## src/rtl/smb_pkg.sv

```systemverilog
package smb_pkg;
  localparam logic [7:0] CRC_POLY = 8'h07;

  typedef enum logic [2:0] {
    ST_IDLE, ST_RX, ST_RX_ACK, ST_TX, ST_TX_ACK, ST_TX_LOAD
  } link_state_e;

  typedef enum logic [2:0] {
    BY_ADDR, BY_PTR, BY_DATA, BY_PEC, BY_EXTRA
  } byte_slot_e;

  // bit-serial CRC step, MSB of data first
  function automatic logic [7:0] crc8_step(input logic [7:0] crc, input logic [7:0] din);
    logic [7:0] r;
    r = crc;
    for (int i = 7; i >= 0; i--) begin
      if (r[7] ^ din[i]) r = {r[6:0], 1'b0} ^ CRC_POLY;
      else               r = {r[6:0], 1'b0};
    end
    return r;
  endfunction
endpackage

```

## src/rtl/smb_bus_sense.sv

```systemverilog
module smb_bus_sense #(
  parameter int SYNC_STAGES = 2
) (
  input  logic clk_i,
  input  logic rst_ni,
  input  logic scl_i,
  input  logic sda_i,
  output logic sda_o,
  output logic scl_rise_o,
  output logic scl_fall_o,
  output logic start_o,
  output logic stop_o
);
  localparam int LAST = SYNC_STAGES - 1;

  logic [SYNC_STAGES-1:0] scl_pipe, sda_pipe;
  logic scl_q, sda_q, scl_s, sda_s;

  always_ff @(posedge clk_i or negedge rst_ni) begin
    if (!rst_ni) begin
      scl_pipe <= '1;
      sda_pipe <= '1;
      scl_q    <= 1'b1;
      sda_q    <= 1'b1;
    end else begin
      scl_pipe[0] <= scl_i;
      sda_pipe[0] <= sda_i;
      for (int s = 1; s < SYNC_STAGES; s++) begin
        scl_pipe[s] <= scl_pipe[s-1];
        sda_pipe[s] <= sda_pipe[s-1];
      end
      scl_q <= scl_s;
      sda_q <= sda_s;
    end
  end

  assign scl_s      = scl_pipe[LAST];
  assign sda_s      = sda_pipe[LAST];
  assign sda_o      = sda_s;
  assign scl_rise_o = scl_s & ~scl_q;
  assign scl_fall_o = ~scl_s & scl_q;
  // data edges count as conditions only with the clock high on both samples
  assign start_o    = scl_s & scl_q & sda_q & ~sda_s;
  assign stop_o     = scl_s & scl_q & ~sda_q & sda_s;
endmodule

```

## src/rtl/smb_link.sv

```systemverilog
module smb_link
  import smb_pkg::*;
#(
  parameter logic [6:0] DEV_ADDR = 7'h4C
) (
  input  logic       clk_i,
  input  logic       rst_ni,
  input  logic       sda_s_i,
  input  logic       scl_rise_i,
  input  logic       scl_fall_i,
  input  logic       start_i,
  input  logic       stop_i,
  input  logic [7:0] fetch_data_i,
  output logic       sda_oe_o,
  output logic [7:0] ptr_o,
  output logic [7:0] wdata_o,
  output logic       commit_o,
  output logic       fetch_o
);
  localparam logic [3:0] BITS = 4'd8;

  link_state_e state_q;
  byte_slot_e  slot_q, slot_nx;
  logic [3:0]  cnt_q;
  logic [7:0]  rx_q, tx_q, crc_q, ptr_q, pend_q;
  logic        pend_vld_q, rw_q, oe_q, tx_pec_q, commit_q;

  always_comb begin
    case (slot_q)
      BY_ADDR: slot_nx = BY_PTR;
      BY_PTR:  slot_nx = BY_DATA;
      BY_DATA: slot_nx = BY_PEC;
      default: slot_nx = BY_EXTRA;
    endcase
  end

  // read data is fetched at the fall that ends the address acknowledge
  assign fetch_o = (state_q == ST_RX_ACK) && scl_fall_i && (slot_q == BY_ADDR) && rw_q;

  always_ff @(posedge clk_i or negedge rst_ni) begin
    if (!rst_ni) begin
      state_q    <= ST_IDLE;
      slot_q     <= BY_ADDR;
      cnt_q      <= '0;
      rx_q       <= '0;
      tx_q       <= '0;
      crc_q      <= '0;
      ptr_q      <= '0;
      pend_q     <= '0;
      pend_vld_q <= 1'b0;
      rw_q       <= 1'b0;
      oe_q       <= 1'b0;
      tx_pec_q   <= 1'b0;
      commit_q   <= 1'b0;
    end else begin
      commit_q <= 1'b0;
      if (start_i) begin
        state_q    <= ST_RX;
        slot_q     <= BY_ADDR;
        cnt_q      <= '0;
        crc_q      <= '0;
        oe_q       <= 1'b0;
        pend_vld_q <= 1'b0;
      end else if (stop_i) begin
        state_q    <= ST_IDLE;
        oe_q       <= 1'b0;
        commit_q   <= pend_vld_q;
        pend_vld_q <= 1'b0;
      end else begin
        case (state_q)
          ST_RX: begin
            if (scl_rise_i && cnt_q != BITS) begin
              rx_q  <= {rx_q[6:0], sda_s_i};
              cnt_q <= cnt_q + 4'd1;
            end else if (scl_fall_i && cnt_q == BITS) begin
              cnt_q   <= '0;
              oe_q    <= 1'b1;
              state_q <= ST_RX_ACK;
              case (slot_q)
                BY_ADDR: begin
                  crc_q <= crc8_step(crc_q, rx_q);
                  rw_q  <= rx_q[0];
                  if (rx_q[7:1] != DEV_ADDR) begin
                    oe_q    <= 1'b0;
                    state_q <= ST_IDLE;
                  end
                end
                BY_PTR: begin
                  crc_q <= crc8_step(crc_q, rx_q);
                  ptr_q <= rx_q;
                end
                BY_DATA: begin
                  crc_q      <= crc8_step(crc_q, rx_q);
                  pend_q     <= rx_q;
                  pend_vld_q <= 1'b1;
                end
                BY_PEC: begin
                  if (rx_q != crc_q) begin
                    oe_q       <= 1'b0;
                    pend_vld_q <= 1'b0;
                    state_q    <= ST_IDLE;
                  end
                end
                default: begin
                  oe_q       <= 1'b0;
                  pend_vld_q <= 1'b0;
                  state_q    <= ST_IDLE;
                end
              endcase
            end
          end
          ST_RX_ACK: begin
            if (scl_fall_i) begin
              oe_q <= 1'b0;
              if (slot_q == BY_ADDR && rw_q) begin
                tx_q     <= fetch_data_i;
                crc_q    <= crc8_step(crc_q, fetch_data_i);
                oe_q     <= ~fetch_data_i[7];
                tx_pec_q <= 1'b0;
                cnt_q    <= '0;
                state_q  <= ST_TX;
              end else begin
                slot_q  <= slot_nx;
                state_q <= ST_RX;
              end
            end
          end
          ST_TX: begin
            if (scl_fall_i) begin
              if (cnt_q == 4'd7) begin
                oe_q    <= 1'b0;
                state_q <= ST_TX_ACK;
              end else begin
                tx_q  <= {tx_q[6:0], 1'b0};
                oe_q  <= ~tx_q[6];
                cnt_q <= cnt_q + 4'd1;
              end
            end
          end
          ST_TX_ACK: begin
            if (scl_rise_i) state_q <= sda_s_i ? ST_IDLE : ST_TX_LOAD;
          end
          ST_TX_LOAD: begin
            if (scl_fall_i) begin
              if (!tx_pec_q) begin
                tx_q     <= crc_q;
                oe_q     <= ~crc_q[7];
                tx_pec_q <= 1'b1;
                cnt_q    <= '0;
                state_q  <= ST_TX;
              end else begin
                state_q <= ST_IDLE;
              end
            end
          end
          default: ;
        endcase
      end
    end
  end

  assign sda_oe_o = oe_q;
  assign ptr_o    = ptr_q;
  assign wdata_o  = pend_q;
  assign commit_o = commit_q;

  assert_sda_edge_R3: assert property (@(posedge clk_i) disable iff (!rst_ni)
    (oe_q != $past(oe_q)) |-> $past(scl_fall_i || start_i || stop_i));

  assert_idle_released_R2: assert property (@(posedge clk_i) disable iff (!rst_ni)
    (state_q == ST_IDLE) |-> !oe_q);

  assert_tx_ack_released_R10: assert property (@(posedge clk_i) disable iff (!rst_ni)
    (state_q == ST_TX_ACK) |-> !oe_q);
endmodule

```

## src/rtl/smb_regbank.sv

```systemverilog
module smb_regbank #(
  parameter int         RW_REGS    = 8,
  parameter logic [7:0] STROBE_PTR = 8'h0F
) (
  input  logic       clk_i,
  input  logic       rst_ni,
  input  logic       commit_i,
  input  logic [7:0] ptr_i,
  input  logic [7:0] wdata_i,
  input  logic       fetch_i,
  output logic [7:0] fetch_data_o,
  input  logic [7:0] rd_data_i,
  output logic       rd_req_o,
  output logic [7:0] rd_addr_o,
  output logic       wr_valid_o,
  output logic [7:0] wr_addr_o,
  output logic [7:0] wr_data_o,
  output logic       meas_o
);
  localparam int         IDXW   = (RW_REGS > 1) ? $clog2(RW_REGS) : 1;
  localparam logic [7:0] RW_LIM = 8'(RW_REGS);

  logic [7:0]      cells [RW_REGS];
  logic            in_rw;
  logic [IDXW-1:0] idx;

  assign in_rw = ptr_i < RW_LIM;
  assign idx   = ptr_i[IDXW-1:0];

  for (genvar g = 0; g < RW_REGS; g++) begin : g_cell
    always_ff @(posedge clk_i or negedge rst_ni) begin
      if (!rst_ni)                                       cells[g] <= '0;
      else if (commit_i && in_rw && idx == IDXW'(g))    cells[g] <= wdata_i;
    end
  end

  assign fetch_data_o = in_rw ? cells[idx] : rd_data_i;
  assign rd_req_o     = fetch_i && !in_rw;
  assign rd_addr_o    = ptr_i;

  always_ff @(posedge clk_i or negedge rst_ni) begin
    if (!rst_ni) begin
      wr_valid_o <= 1'b0;
      wr_addr_o  <= '0;
      wr_data_o  <= '0;
      meas_o     <= 1'b0;
    end else begin
      wr_valid_o <= commit_i && in_rw;
      meas_o     <= commit_i && (ptr_i == STROBE_PTR);
      if (commit_i && in_rw) begin
        wr_addr_o <= ptr_i;
        wr_data_o <= wdata_i;
      end
    end
  end

  assert_meas_single_R7: assert property (@(posedge clk_i) disable iff (!rst_ni)
    meas_o |=> !meas_o);

  assert_meas_no_store_R7: assert property (@(posedge clk_i) disable iff (!rst_ni)
    !(meas_o && wr_valid_o));

  assert_rd_req_single_R6: assert property (@(posedge clk_i) disable iff (!rst_ni)
    rd_req_o |=> !rd_req_o);
endmodule

```

## src/rtl/smb_target.sv

```systemverilog
module smb_target #(
  parameter logic [6:0] DEV_ADDR    = 7'h4C,
  parameter int         RW_REGS     = 8,
  parameter logic [7:0] STROBE_PTR  = 8'h0F,
  parameter int         SYNC_STAGES = 2
) (
  input  logic       clk_i,
  input  logic       rst_ni,
  input  logic       scl_i,
  input  logic       sda_i,
  output logic       sda_oe_o,
  output logic       wr_valid_o,
  output logic [7:0] wr_addr_o,
  output logic [7:0] wr_data_o,
  output logic       meas_strobe_o,
  output logic       rd_req_o,
  output logic [7:0] rd_addr_o,
  input  logic [7:0] rd_data_i
);
  logic       sda_s, scl_rise, scl_fall, start, stop;
  logic       commit, fetch;
  logic [7:0] ptr, wdata, fetch_data;

  smb_bus_sense #(.SYNC_STAGES(SYNC_STAGES)) u_sense (
    .clk_i      (clk_i),
    .rst_ni     (rst_ni),
    .scl_i      (scl_i),
    .sda_i      (sda_i),
    .sda_o      (sda_s),
    .scl_rise_o (scl_rise),
    .scl_fall_o (scl_fall),
    .start_o    (start),
    .stop_o     (stop)
  );

  smb_link #(.DEV_ADDR(DEV_ADDR)) u_link (
    .clk_i        (clk_i),
    .rst_ni       (rst_ni),
    .sda_s_i      (sda_s),
    .scl_rise_i   (scl_rise),
    .scl_fall_i   (scl_fall),
    .start_i      (start),
    .stop_i       (stop),
    .fetch_data_i (fetch_data),
    .sda_oe_o     (sda_oe_o),
    .ptr_o        (ptr),
    .wdata_o      (wdata),
    .commit_o     (commit),
    .fetch_o      (fetch)
  );

  smb_regbank #(.RW_REGS(RW_REGS), .STROBE_PTR(STROBE_PTR)) u_bank (
    .clk_i        (clk_i),
    .rst_ni       (rst_ni),
    .commit_i     (commit),
    .ptr_i        (ptr),
    .wdata_i      (wdata),
    .fetch_i      (fetch),
    .fetch_data_o (fetch_data),
    .rd_data_i    (rd_data_i),
    .rd_req_o     (rd_req_o),
    .rd_addr_o    (rd_addr_o),
    .wr_valid_o   (wr_valid_o),
    .wr_addr_o    (wr_addr_o),
    .wr_data_o    (wr_data_o),
    .meas_o       (meas_strobe_o)
  );
endmodule

```

## config.mk

```make
export PLATFORM = sky130hd
export DESIGN_NAME = smb_target
export DESIGN_NICKNAME = d
export VERILOG_FILES = /design/src/rtl/smb_pkg.sv /design/src/rtl/smb_bus_sense.sv /design/src/rtl/smb_link.sv /design/src/rtl/smb_regbank.sv /design/src/rtl/smb_target.sv
export SDC_FILE = /design/constraint.sdc
export NUM_CORES = 1
export LEC_CHECK = 0
export BUFFER_PORTS_ARGS = -buffer_cell sky130_fd_sc_hd__buf_4
export CAP_MARGIN = 40
export CORE_MARGIN = 2
export CORE_UTILIZATION = 25
export DETAILED_ROUTE_END_ITERATION = 7
export PLACE_DENSITY = 0.49
export SLEW_MARGIN = 10
export SYNTH_ARGS = -nofsm -noshare
export SYNTH_HDL_FRONTEND = slang
export SYNTH_SLANG_ARGS = --single-unit
export TNS_END_PERCENT = 5
```

## constraint.sdc

```tcl
create_clock -name clk_i -period 2.9 [get_ports clk_i]
set_input_delay 0.145 -clock clk_i [delete_from_list [all_inputs] [get_ports clk_i]]
set_output_delay 0.145 -clock clk_i [all_outputs]
set_load 0.02 [all_outputs]
```

==> metrics.txt <==
Place WS 0.1021 ns; Initial Utilization 0.2554; Seq/Total Area, Yosys 0.4819; cts bufs inserted 17; Die H 175.9 µm; layout cells sized above 1 0.3199; DR vias/cell 4.676; syn_area_per_cell 11.06 µm²; global-route wire length before repair 30.86 mm; Async SR Flop Fraction 1.000; min-delay worst type in2reg; Setup Crit Path Kind reg2reg; number of top-level pins 40; main combinational cell family by area after synthesis multiplexers; #FFs+latches synth ~140; CTS tree yes; Fill cells roughly 3000; multi-input logic area 0.003610 mm²; post-synthesis cell type count 70; First-pass DRT Iterations 4; Die W about 180 µm; largest fanout on the critical path 4; routed length per instance 16.71 µm; hold path startpoint rd_data_i[0]; r2r worst-path depth 7; count of warnings emitted by yosys 0; R2R Setup Slk 0.17 ns; # diodes 0; Worst Setup SP u_link.ptr_o[7]; clock sink count 142; clk_skew 0.01147 ns; sw frac 0.2604; most frequent cells in the layout dfrtp_1, mux2_2, buf_4, nand2_1, nor2_1; final setup fails 0; total core area 0.02894 mm²; unrepaired setup endpoints after global routing no; IO buf count 39; Slew @ Worst Pin slightly below 0.8 ns; most common cell after layout, fill and taps aside dfrtp_1; post-synthesis simple-gate area fraction 0.1239; fin crit share 0.9427; largest net degree at the start of global routing 82; Final Slew Violations 0; DIE AREA 0.03095 mm²; Logic pwr share 0.124; Internal Pwr Total between 3 and 4 mW; setup TNS 0 ns; mux cell area share after synthesis 0.1917; level count of the clock H-tree 4; Final ANT Viol Nets 0; fmax 365.8 MHz; VDD IR max 0.3866 mV; Longest Clk Path Bufs 2; final worst path period need 2.734 ns; Synth Area in Compound Gates 0.1055; syn_nets roughly 690; adder-cell share of the synthesized area 0.008466; DP Wirelength between 10 and 15 mm; total congestion overflow 0; Power Density ~560 mW/mm²; clock power share 0.458; synthesized area 0.007390 mm²; root buf cell clkbuf_16; Total GRT Usage 0.1282; P&R area growth vs syn 22.47%; Psw 1.331 mW; Max Cap Viol 0; 1st-iter DRT viols 412; final worst slack ~0.17 ns; Startpoint Class register; DR DRC count 0; via count 5275; Leakage 4.172 nW; hold violation count in the final report 0; antenna violations before repair 0; main flop type after synthesis dfrtp_1; WP data required approximately 3.2 ns; Mapped Cells 668; vias in the first global route roughly 5400; GPL Wtd Cong 0.8292; status complete, no violations; worst setup path endpoint u_link.crc_q[6]; clock slew at reported path FFs 0.06 ns; crit path DAT approximately 3 ns; # rows 62; number of synthesized flops with an enable pin 0; FF-to-FF Start u_link.ptr_o[7]; Slew HR 0.4702; drt total wl 18.85 mm; register area 0.003562 mm²; Setup Fix Bufs, Post-CTS 0; Post-Synth XOR/XNOR Area 0.05825; nets 750; Crit. End Element register; Flop pwr share 0.418; reg2reg end u_link.crc_q[6]; Clk Latency, worst-skew pair 0.43 ns
[cells in the mapped netlist (all sizes together), types with 8 or more instances]
library cell / n / area share
a21oi: 26 / 0.018
a22oi: 8 / 0.0081
buf: 9 / 0.0066
clkbuf: 31 / 0.017
dfrtp: 136 / 0.46
inv: 12 / 0.0061
mux2: 100 / 0.15
mux2i: 20 / 0.027
nand2: 74 / 0.038
nand3: 10 / 0.0068
nor2: 38 / 0.020
nor2b: 8 / 0.0068
nor3: 10 / 0.0074
nor3b: 8 / 0.0081
o21ai: 28 / 0.019
xnor2: 27 / 0.033
xor2: 15 / 0.019
[cells by family after synthesis]
logic type,Yosys count
AOI/OAI and AO/OA,114
xor gates and xnor gates,44
adders and majority gates,5
buffers and inverters,53
DFF,142
muxes,124
and+or+nand+nor,186
[power by group through the flow]
stage,logic [mW],clock network [mW],registers [mW]
floorplan,0.508,0,2.11
global placement,0.628,0,2.18
detailed placement,0.631,0,2.17
CTS,0.639,2.39,2.14
global route,0.714,2.48,2.15
finish,0.634,2.34,2.14
[cell type report]
type | instances | area share
clock buffers | 18 | 0.04742
clock inverters | 12 | 0.02074
inverters | 13 | 0.005392
multi-input cells | 473 | 0.3989
flip-flops and latches | 142 | 0.3936
well taps | 384 | 0.05309
repair buffers | 86 | 0.08088
[worst max-delay path, stage by stage, from the launching register on]
cell     delay [ns]
dfrtp_1        0.37
or4_1          0.56
or2_1          0.34
o31ai_4        0.34
xor2_2         0.27
xor3_1         0.37
a21o_1         0.17
a22o_1         0.22
[flip-flops by register name (all words and copies together) (netlist names)]
signal             count
u_bank.cells          64
u_bank.meas_o          1
u_bank.wr_addr_o       8
u_bank.wr_data_o       8
u_bank.wr_valid_o      1
u_link.cnt_q           4
u_link.commit_o        1
u_link.crc_q           8
u_link.pend_vld_q      1
u_link.ptr_o           8
u_link.rw_q            1
u_link.rx_q            8
u_link.sda_oe_o        1
u_link.slot_q          3
u_link.state_q         3
u_link.tx_pec_q        1
u_link.tx_q            7
u_link.wdata_o         8
u_sense.scl_pipe       2
u_sense.scl_q          1
u_sense.sda_pipe       2
u_sense.sda_q          1
[metrics by stage]
stage | power, mW | utilization | area [µm²] | hold slack [ns] | std cells
6_report | 5.109 | 0.3128 | 9050 | 0.2350 | 1128
5_1_grt | 5.335 | 0.3128 | 9050 | 0.2607 | 1128
2_1_floorplan | 2.621 | - | 7390 | -0.1506 | 668
4_1_cts | 5.165 | 0.3125 | 9044 | 0.2312 | 1128
3_5_place_dp | 2.806 | 0.2902 | 8397 | 0.2558 | 1095
3_3_place_gp | 2.804 | 0.2902 | 8397 | 0.2537 | 1095
[how the worst min path moves through the flow]
stage	end	slack, ns	cells past startpoint
2_1_floorplan	u_bank.cells[0]	-0.15	0
3_3_place_gp	u_sense.scl_pipe[0]	0.25	1
3_5_place_dp	u_bank.wr_data_o[3]	0.26	1
4_1_cts	u_link.tx_q[0]	0.23	4
5_1_grt	u_link.tx_q[0]	0.26	4
6_report	u_link.tx_q[0]	0.24	4
[routing by layer]
| metal | global-route usage | wire length (µm) | up-vias |
|---|---|---|---|
| met5 | 0 | 0 | - |
| met3 | 0.02121 | 510 | 16 |
| li1 | - | - | 2518 |
| met1 | 0.1828 | 9329 | 2671 |
| met2 | 0.1947 | 8667 | 70 |
| met4 | 0.04787 | 346 | 0 |
[timing repair]
| action | 4_1_cts | 5_1_grt |
|---|---|---|
| hold endpoints to repair | 81 | 0 |
| endpoints found under the setup margin | 0 | 4 |
| resized for setup | 0 | 3 |
| hold buffers | 3 | 0 |
(Power assumes the default switching activity.)
